## src/rtl/pc_stack_pkg.sv

```systemverilog
package pc_stack_pkg;

    typedef enum logic [1:0] {
        SRC_JUMP  = 2'd0,
        SRC_CALL  = 2'd1,
        SRC_ALU   = 2'd2,
        SRC_STACK = 2'd3
    } pc_src_e;

    typedef enum logic [1:0] {
        STK_EMPTY = 2'd0,
        STK_ONE   = 2'd1,
        STK_FULL  = 2'd2
    } stk_level_e;

endpackage

```

## src/rtl/pc_src_mux.sv

```systemverilog
module pc_src_mux
    import pc_stack_pkg::*;
#(
    parameter int PC_W  = 9,
    parameter int ALU_W = 8
) (
    input  logic [1:0]       sel,
    input  logic [PC_W-1:0]  jump_addr,
    input  logic [ALU_W-1:0] alu_bus,
    input  logic [PC_W-1:0]  stack_top,
    output logic [PC_W-1:0]  next_pc
);
    localparam int CALL_W = PC_W - 1;

    pc_src_e src;
    assign src = pc_src_e'(sel);

    always_comb begin
        unique case (src)
            SRC_JUMP:  next_pc = jump_addr;
            SRC_CALL:  next_pc = {1'b0, jump_addr[CALL_W-1:0]};
            SRC_ALU:   next_pc = PC_W'(alu_bus);
            SRC_STACK: next_pc = stack_top;
            default:   next_pc = jump_addr;
        endcase
    end
endmodule

```

## src/rtl/pc_register.sv

```systemverilog
module pc_register #(
    parameter int              PC_W      = 9,
    parameter logic [PC_W-1:0] RESET_VEC = '1
) (
    input  logic            clk,
    input  logic            rst_n,
    input  logic            load,
    input  logic            step,
    input  logic [PC_W-1:0] load_val,
    output logic [PC_W-1:0] pc,
    output logic [PC_W-1:0] pc_plus1
);
    assign pc_plus1 = pc + PC_W'(1);

    always_ff @(posedge clk) begin
        if (!rst_n)    pc <= RESET_VEC;
        else if (load) pc <= load_val;
        else if (step) pc <= pc_plus1;
    end
endmodule

```

## src/rtl/ret_stack.sv

```systemverilog
module ret_stack
    import pc_stack_pkg::*;
#(
    parameter int PC_W = 9
) (
    input  logic            clk,
    input  logic            rst_n,
    input  logic            push,
    input  logic            pop,
    input  logic            we,
    input  logic [PC_W-1:0] wdata,
    output logic [PC_W-1:0] top
);
    stk_level_e      state_q, state_d;
    logic [PC_W-1:0] slot_top, slot_low;
    logic            up_only, down_only;
    logic            shift_down, shift_up;

    assign up_only   = push & ~pop;
    assign down_only = pop & ~push;

    // state register
    always_ff @(posedge clk) begin
        if (!rst_n) state_q <= STK_EMPTY;
        else        state_q <= state_d;
    end

    // next-state and slot-move decisions
    always_comb begin
        state_d    = state_q;
        shift_down = up_only;
        shift_up   = 1'b0;
        unique case (state_q)
            STK_EMPTY: if (up_only) state_d = STK_ONE;
            STK_ONE: begin
                if (up_only)        state_d = STK_FULL;
                else if (down_only) state_d = STK_EMPTY;
            end
            STK_FULL: begin
                if (down_only) begin
                    state_d  = STK_ONE;
                    shift_up = 1'b1;
                end
            end
            default: state_d = STK_EMPTY;
        endcase
    end

    always_ff @(posedge clk) begin
        if (!rst_n) begin
            slot_top <= '0;
            slot_low <= '0;
        end else begin
            if (shift_down) slot_low <= slot_top;
            if (we)            slot_top <= wdata;
            else if (shift_up) slot_top <= slot_low;
        end
    end

    assign top = slot_top;
endmodule

```

## src/rtl/pc_return_stack.sv

```systemverilog
module pc_return_stack #(
    parameter int              PC_W      = 9,
    parameter int              ALU_W     = 8,
    parameter logic [PC_W-1:0] RESET_VEC = '1
) (
    input  logic             clk,
    input  logic             rst_n,
    input  logic [1:0]       pc_sel,
    input  logic             pc_load,
    input  logic             pc_step,
    input  logic             sp_push,
    input  logic             sp_pop,
    input  logic             stk_we,
    input  logic [PC_W-1:0]  jump_addr,
    input  logic [ALU_W-1:0] alu_bus,
    output logic [PC_W-1:0]  pc_q,
    output logic [PC_W-1:0]  stack_top
);
    logic [PC_W-1:0] next_pc;
    logic [PC_W-1:0] ret_addr;

    pc_src_mux #(.PC_W(PC_W), .ALU_W(ALU_W)) u_mux (
        .sel       (pc_sel),
        .jump_addr (jump_addr),
        .alu_bus   (alu_bus),
        .stack_top (stack_top),
        .next_pc   (next_pc)
    );

    pc_register #(.PC_W(PC_W), .RESET_VEC(RESET_VEC)) u_pc (
        .clk      (clk),
        .rst_n    (rst_n),
        .load     (pc_load),
        .step     (pc_step),
        .load_val (next_pc),
        .pc       (pc_q),
        .pc_plus1 (ret_addr)
    );

    ret_stack #(.PC_W(PC_W)) u_stk (
        .clk   (clk),
        .rst_n (rst_n),
        .push  (sp_push),
        .pop   (sp_pop),
        .we    (stk_we),
        .wdata (ret_addr),
        .top   (stack_top)
    );
endmodule

```

## config.mk

```make
export PLATFORM = sky130hd
export DESIGN_NAME = pc_return_stack
export DESIGN_NICKNAME = d
export VERILOG_FILES = /design/src/rtl/pc_stack_pkg.sv /design/src/rtl/pc_src_mux.sv /design/src/rtl/pc_register.sv /design/src/rtl/ret_stack.sv /design/src/rtl/pc_return_stack.sv
export SDC_FILE = /design/constraint.sdc
export NUM_CORES = 1
export LEC_CHECK = 0
export CORE_ASPECT_RATIO = 0.5
export CORE_UTILIZATION = 45
export DETAILED_ROUTE_END_ITERATION = 6
export HOLD_SLACK_MARGIN = 0.06
export PLACE_DENSITY = 0.79
export SLEW_MARGIN = 10
export SYNTH_ARGS = -nofsm -noshare
export SYNTH_HDL_FRONTEND = slang
export SYNTH_SLANG_ARGS = --single-unit
```

## constraint.sdc

```tcl
create_clock -name clk -period 1.9 [get_ports clk]
set_input_delay 0.57 -clock clk [delete_from_list [all_inputs] [get_ports clk]]
set_output_delay 0.57 -clock clk [all_outputs]
set_load 0.05 [all_outputs]
```

==> results of run 1 <==
==> critical path: stages <==
cell             delay (ns)
clkdlybuf4s50_1        0.44
and4bb_2               0.36
buf_12                 0.14
mux2i_1                0.25
o211ai_1               0.11
==> where the power goes <==
| part | leakage, nW | switching (mW) | internal (mW) |
|---|---|---|---|
| Combinational | 0.621 | 0.321 | 0.260 |
| Sequential | 0.239 | 0.0814 | 0.657 |
| Clock | 0.0681 | 0.248 | 0.521 |
| Total | 0.928 | 0.650 | 1.44 |
==> worst paths after layout <==
check	startpoint	to	slack [ns]	cells past startpoint
setup / recovery	sp_push	u_stk.top[5]$_SDFFE_PN0P_	0.18	5
hold / removal	u_stk.slot_low[6]$_SDFFE_PN0P_	u_stk.slot_low[6]$_SDFFE_PN0P_	0.46	2
setup reg to reg	u_pc.pc[2]$_SDFFE_PN1P_	u_stk.top[7]$_SDFFE_PN0P_	0.32	3
hold reg to reg	u_stk.slot_low[6]$_SDFFE_PN0P_	u_stk.slot_low[6]$_SDFFE_PN0P_	0.46	2
==> through the flow <==
| step | TNS, ns | power, mW | utilization | hold WS, ns | setup WS, ns |
|---|---|---|---|---|---|
| after floorplan | 0 | 1.07 | - | 0.436 | 0.0426 |
| after global placement | -0.410 | 1.30 | 0.650 | 0.442 | -0.0586 |
| after detailed placement | -0.820 | 1.31 | 0.650 | 0.451 | -0.0793 |
| after CTS | 0 | 2.09 | 0.689 | 0.460 | 0.194 |
| after global routing | 0 | 2.16 | 0.689 | 0.482 | 0.111 |
| final | 0 | 2.09 | 0.689 | 0.460 | 0.182 |
==> final cells by class <==
type / instances / area share
well taps: 51 / 0.0267
multi-input cells: 149 / 0.405
repair buffers: 60 / 0.267
clock inverters: 3 / 0.0272
inverters: 2 / 0.00314
clock buffers: 5 / 0.0288
flip-flops and latches: 29 / 0.243
==> per-layer routing <==
| layer | share of wire | wire, um |
|---|---|---|
| met3 | 0.080 | 380 |
| met2 | 0.45 | 2120 |
| met4 | 0.0093 | 44 |
| met1 | 0.46 | 2200 |
| met5 | 0 | 0 |
==> state kept, by name, summed over array words and instances, names as in the netlist <==
name,count
u_stk.slot_low,9
u_stk.state_q,2
u_stk.top,9
u_pc.pc,9
==> cells by family after synthesis <==
family          synth area share
compound gates             0.174
xor+xnor                  0.0317
flops                      0.351
buf+inv                   0.0642
mux                        0.109
fa+ha+maj                0.00756
simple gates               0.263
==> layout by cell type (no fill, tap or decap), types with 3 or more instances in the layout <==
cell type        instances
xor2_1                   5
or3_1                    5
dfxtp_1                 29
nand3b_1                 4
buf_12                  10
nor2_1                   8
nor2b_1                  5
o21ai_0                 15
clkdlybuf4s50_1         25
or4_1                    3
a21o_1                   3
nand4_1                  5
buf_4                   25
a21oi_1                 19
clkbuf_8                 5
nor3_1                   3
nand3_1                  3
nand2_1                 26
mux2i_1                 18
==> results_dict.tcl, run 1 <==
set metrics [dict create \
    synth.ff_latch_count 29 \
    drc 0 \
    fin_area_um2 2390 \
    post-route-period-util 0.904 \
    vias 1670 \
    antenna_found_initial 0 \
    finalNonFillerCells 299 \
    synth_edf_count 0 \
    clock_latency_ns 0.28 \
    setup_violations 0 \
    synth_top_area_share 0.351 \
    skew_ns 0.00362 \
    drive_above_1_share 0.198 \
    pwr_density_cell_nw_per_um2 873 \
    syn-cell-area_um2 1660 \
    syn_area_per_cell_um2 8.45 \
    wl_um 4750 \
    grt_first_pass_wirelength_um 7630 \
    gp_congestion 0.883 \
    clk_pin_slew_ns 0.07 \
    synth.most_common_cell "dfxtp_1" \
    fill_cells 256 \
    crit_path_start_kind "primary input" \
    clock.fmax_mhz 582 \
    netlist.top_cell.by_area "dfxtp_1" \
    status "complete, no violations" \
    antenna_cells 0 \
    groute.layer.met1.usage 0.376 \
    gr-usage-met3 0.0622 \
    placedInstanceArea_um2 2260 \
    rsz0062_at_grt "no" \
    drt-initial-drc-count 108 \
    path_class "primary input to flip-flop" \
    track_usage 0.262 \
    viasPerCell 5.59 \
    nets 274 \
    worst_pin_slew_ns 0.522 \
    core_area_um2 3470 \
    initial_core_util 0.477 \
    hold_violations 0 \
    io_pins 44 \
    area_growth_pct 44.5 \
    post_cts_resized 0 \
    cts_hold_buffers 0 \
    firstDrtPassIters 4 \
    setup.worst_path.end_class "flip-flop" \
    grtUsageMet2 0.392 \
    ff_latch_area_um2 581 \
    std_cell_rows 15 \
    grt_pass1_vias 1540 \
    power_leakage_nw 0.928 \
    post_drt_wl_per_cell_um 15.9 \
    synth_common_cells "dfxtp_1 (29), nand2_1 (26), a21oi_1 (19)" \
    cts_tree "done" \
    cts-htree-levels 2 \
    die_area_um2 3940 \
    cts_root_buffer "clkbuf_8" \
    ys_types 41 \
    maxCapViolCount 0 \
    yosys_warnings 0 \
    busiest_layer "met2" \
    synth_nets 223 \
    min_path_type "flip-flop to flip-flop" \
    post_cts_buffers 0 \
    die_h_um 44.9 \
    async_flop_share 0 \
    grt_max_degree 22 \
    ys.flop_type "dfxtp_1" \
    overflow 0 \
    final_antenna_net_count 0 \
    cts_buffer_depth 2 \
    report.final.slew_viol_count 0 \
    dieWidth_um 87.8 \
    relSlewSlack 0.652 \
    cts_buffers 5 \
    required_ns 2.06 \
    postSynthCellCount 196 \
    fin_crit_ns 1.72 \
    seq_area_frac_synth 0.351 \
    arrival_ns 1.88 \
    portBuffers 43 \
    multi_input_area_um2 968 \
    clock-sinks 29 \
    crit_fanout 9 \
    dp_hpwl_um 3320 \
    ys_top_cells_by_area "dfxtp_1 (35%), mux2i_1 (11%), nand2_1 (5.9%)" \
    ir_drop_uv 407 \
    dp_cells 291 \
]
Power figures use the tool's default switching activity.
==> inputs of run 2 (changes only) <==
==> constraint.sdc (replaced) <==
create_clock -name clk -period 1.6 [get_ports clk]
set_input_delay 0.48 -clock clk [delete_from_list [all_inputs] [get_ports clk]]
set_output_delay 0.48 -clock clk [all_outputs]
set_load 0.05 [all_outputs]
==> results_dict.tcl, run 2 (synthesis gave the netlist of run 1 again) <==
set metrics [dict create \
    die_area_um2 3940 \
    path_cells "clkdlybuf4s50_1 > buf_4 > nand2_1 > a311oi_2 > a31oi_1" \
    die_h_um 44.9 \
    arrival_ns 1.77 \
    grt_first_pass_wirelength_um 7800 \
    layout_setup_ws_ns -0.00413 \
    endpoint "u_pc.pc[8]$_SDFFE_PN1P_" \
    startpoint "rst_n" \
    dp_hpwl_um 3660 \
    report.final.slew_viol_count 0 \
    skew_ns 0.00338 \
    wl_um 5190 \
    antenna_found_initial 0 \
    drc 0 \
    std_cell_rows 15 \
    finalNonFillerCells 305 \
    clock_latency_ns 0.28 \
    viasPerCell 5.86 \
    cts_hold_buffers 0 \
    cts_buffers 5 \
    cpMaxStageDelayCell "clkdlybuf4s50_1" \
    post_drt_wl_per_cell_um 17.0 \
    initial_core_util 0.477 \
    rrSetupSlack_ns 0.04 \
    required_ns 1.77 \
    cts_buffer_depth 2 \
    clock-sinks 29 \
    drt-initial-drc-count 175 \
    violations "negative setup slack" \
    crit_family "buffers and inverters" \
    clk_pin_slew_ns 0.07 \
    area_growth_pct 53.2 \
    final_common_cell "nand2_1" \
    firstDrtPassIters 5 \
    power_leakage_nw 0.992 \
    grt_pass1_vias 1565 \
    fin_crit_ns 1.60 \
    hold_violations 0 \
    core_area_um2 3470 \
    cp.depth 5 \
    worst_pin_slew_ns 0.386 \
    setup_violations 1 \
    drive_above_1_share 0.252 \
    min_path_type "flip-flop to flip-flop" \
    relSlewSlack 0.742 \
    post_cts_buffers 0 \
    crit_fanout 7 \
    slowest_delay_ns 0.58 \
    status "finished with violations" \
    layout_common_cells "nand2_1 (26), dfxtp_1 (24), clkdlybuf4s50_1 (21), buf_4 (21), a21oi_1 (19)" \
    setup.worst_path.end_class "flip-flop" \
    antenna_cells 0 \
    worstRegToRegCells 4 \
    vias 1787 \
    nets 280 \
    portBuffers 43 \
    dieWidth_um 87.8 \
    cp_num_buf_inv 2 \
    final_antenna_net_count 0 \
    post-route-period-util 1.00 \
    gp_congestion 0.820 \
    pwr_density_cell_nw_per_um2 895 \
    hold-worst-slack_ns 0.459 \
    crit_path_start_kind "primary input" \
    dp_cells 297 \
    ir_drop_uv 444 \
    cts_tree "done" \
    cts-htree-levels 2 \
    overflow 0 \
    track_usage 0.268 \
    r2r-end "u_pc.pc[6]$_SDFFE_PN1P_" \
    r2r-start "u_pc.pc[0]$_SDFFE_PN1P_" \
    grt_max_degree 16 \
    clock.fmax_mhz 623 \
    maxCapViolCount 0 \
    cts_root_buffer "clkbuf_8" \
    io_pins 44 \
    path_class "primary input to flip-flop" \
]
==> run 2: cell types whose count changed in the layout (fill, tap and decap cells not counted), sizes merged <==
cell	delta
clkinvlp	+1
bufinv	-2
dlymetal6s2s	+2
dlygate4sd2	+2
buf	+6
clkinv	+1
clkdlybuf4s50	-4
==> run 2: worst min path at each step <==
| stage | depth (start not counted) | slack [ns] | end | from |
|---|---|---|---|---|
| 3_3_place_gp | 2 | 0.44 | u_stk.slot_low[3]$_SDFFE_PN0P_ | u_stk.slot_low[3]$_SDFFE_PN0P_ |
| 3_5_place_dp | 2 | 0.45 | u_stk.slot_low[8]$_SDFFE_PN0P_ | u_stk.slot_low[8]$_SDFFE_PN0P_ |
| 2_1_floorplan | 2 | 0.44 | u_stk.slot_low[0]$_SDFFE_PN0P_ | u_stk.slot_low[0]$_SDFFE_PN0P_ |
| 5_1_grt | 2 | 0.50 | u_stk.slot_low[0]$_SDFFE_PN0P_ | u_stk.slot_low[0]$_SDFFE_PN0P_ |
| 6_report | 2 | 0.46 | u_stk.slot_low[6]$_SDFFE_PN0P_ | u_stk.slot_low[6]$_SDFFE_PN0P_ |
| 4_1_cts | 2 | 0.46 | u_stk.slot_low[8]$_SDFFE_PN0P_ | u_stk.slot_low[8]$_SDFFE_PN0P_ |
==> run 2: report_power, final <==
part,switching [mW],internal (mW)
registers,0.112,0.782
clock network,0.306,0.300
logic,0.391,0.379
==> run 2: layout make-up <==
class                      count  area, um^2
multi-input combinational    149         996
inverter                       2        7.51
fill                         258         936
tap                           51        63.8
timing repair buffer          66         793
clock inverter                 3        17.5
clock buffer                   5        68.8
sequential                    29         589
==> run 2: per-stage QoR <==
step / power [mW] / cell area, um^2 / setup slack, ns / utilization / TNS [ns]
final: 2.27 / 2540 / -0.00413 / 0.730 / -0.00413
after CTS: 2.25 / 2510 / 0.0214 / 0.722 / 0
after global routing: 2.35 / 2540 / -0.0225 / 0.730 / -0.0258
after detailed placement: 1.65 / 2410 / -0.320 / 0.695 / -5.17
after global placement: 1.63 / 2410 / -0.263 / 0.695 / -3.87
after floorplan: 1.27 / 1660 / -0.0000427 / - / -0.0000427
==> run 2: worst reg2reg max path, cell delays in order (launching register included) <==
cell,delay [ns]
dfxtp_4,0.34
ha_1,0.38
nand3_2,0.18
or4_1,0.49
nand4_1,0.10
==> run 2: metal layers <==
metal / share of wire / vias to the layer above / global-route usage
li1: - / 822 / -
met1: 0.46 / 853 / 0.377
met2: 0.46 / 95 / 0.420
met3: 0.068 / 17 / 0.0548
met4: 0.020 / 0 / 0.0820
met5: 0 / - / 0
==> run 2: timing repair <==
action,4_1_cts,5_1_grt
cloned,0,0
endpoints found under the hold margin,0,0
resized for setup,5,6
pin swaps,0,1
endpoints found under the setup margin,6,5
==> inputs of run 3 (changes only) <==
--- a/config.mk
+++ b/config.mk
@@ -8,6 +8,7 @@
 export CORE_ASPECT_RATIO = 0.5
 export CORE_UTILIZATION = 45
 export DETAILED_ROUTE_END_ITERATION = 6
+export GPL_TIMING_DRIVEN = 1
 export HOLD_SLACK_MARGIN = 0.06
 export PLACE_DENSITY = 0.79
 export SLEW_MARGIN = 10
==> results of run 3 <==
Same layout as run 2: the final DEF is identical, and so are final timing and power.
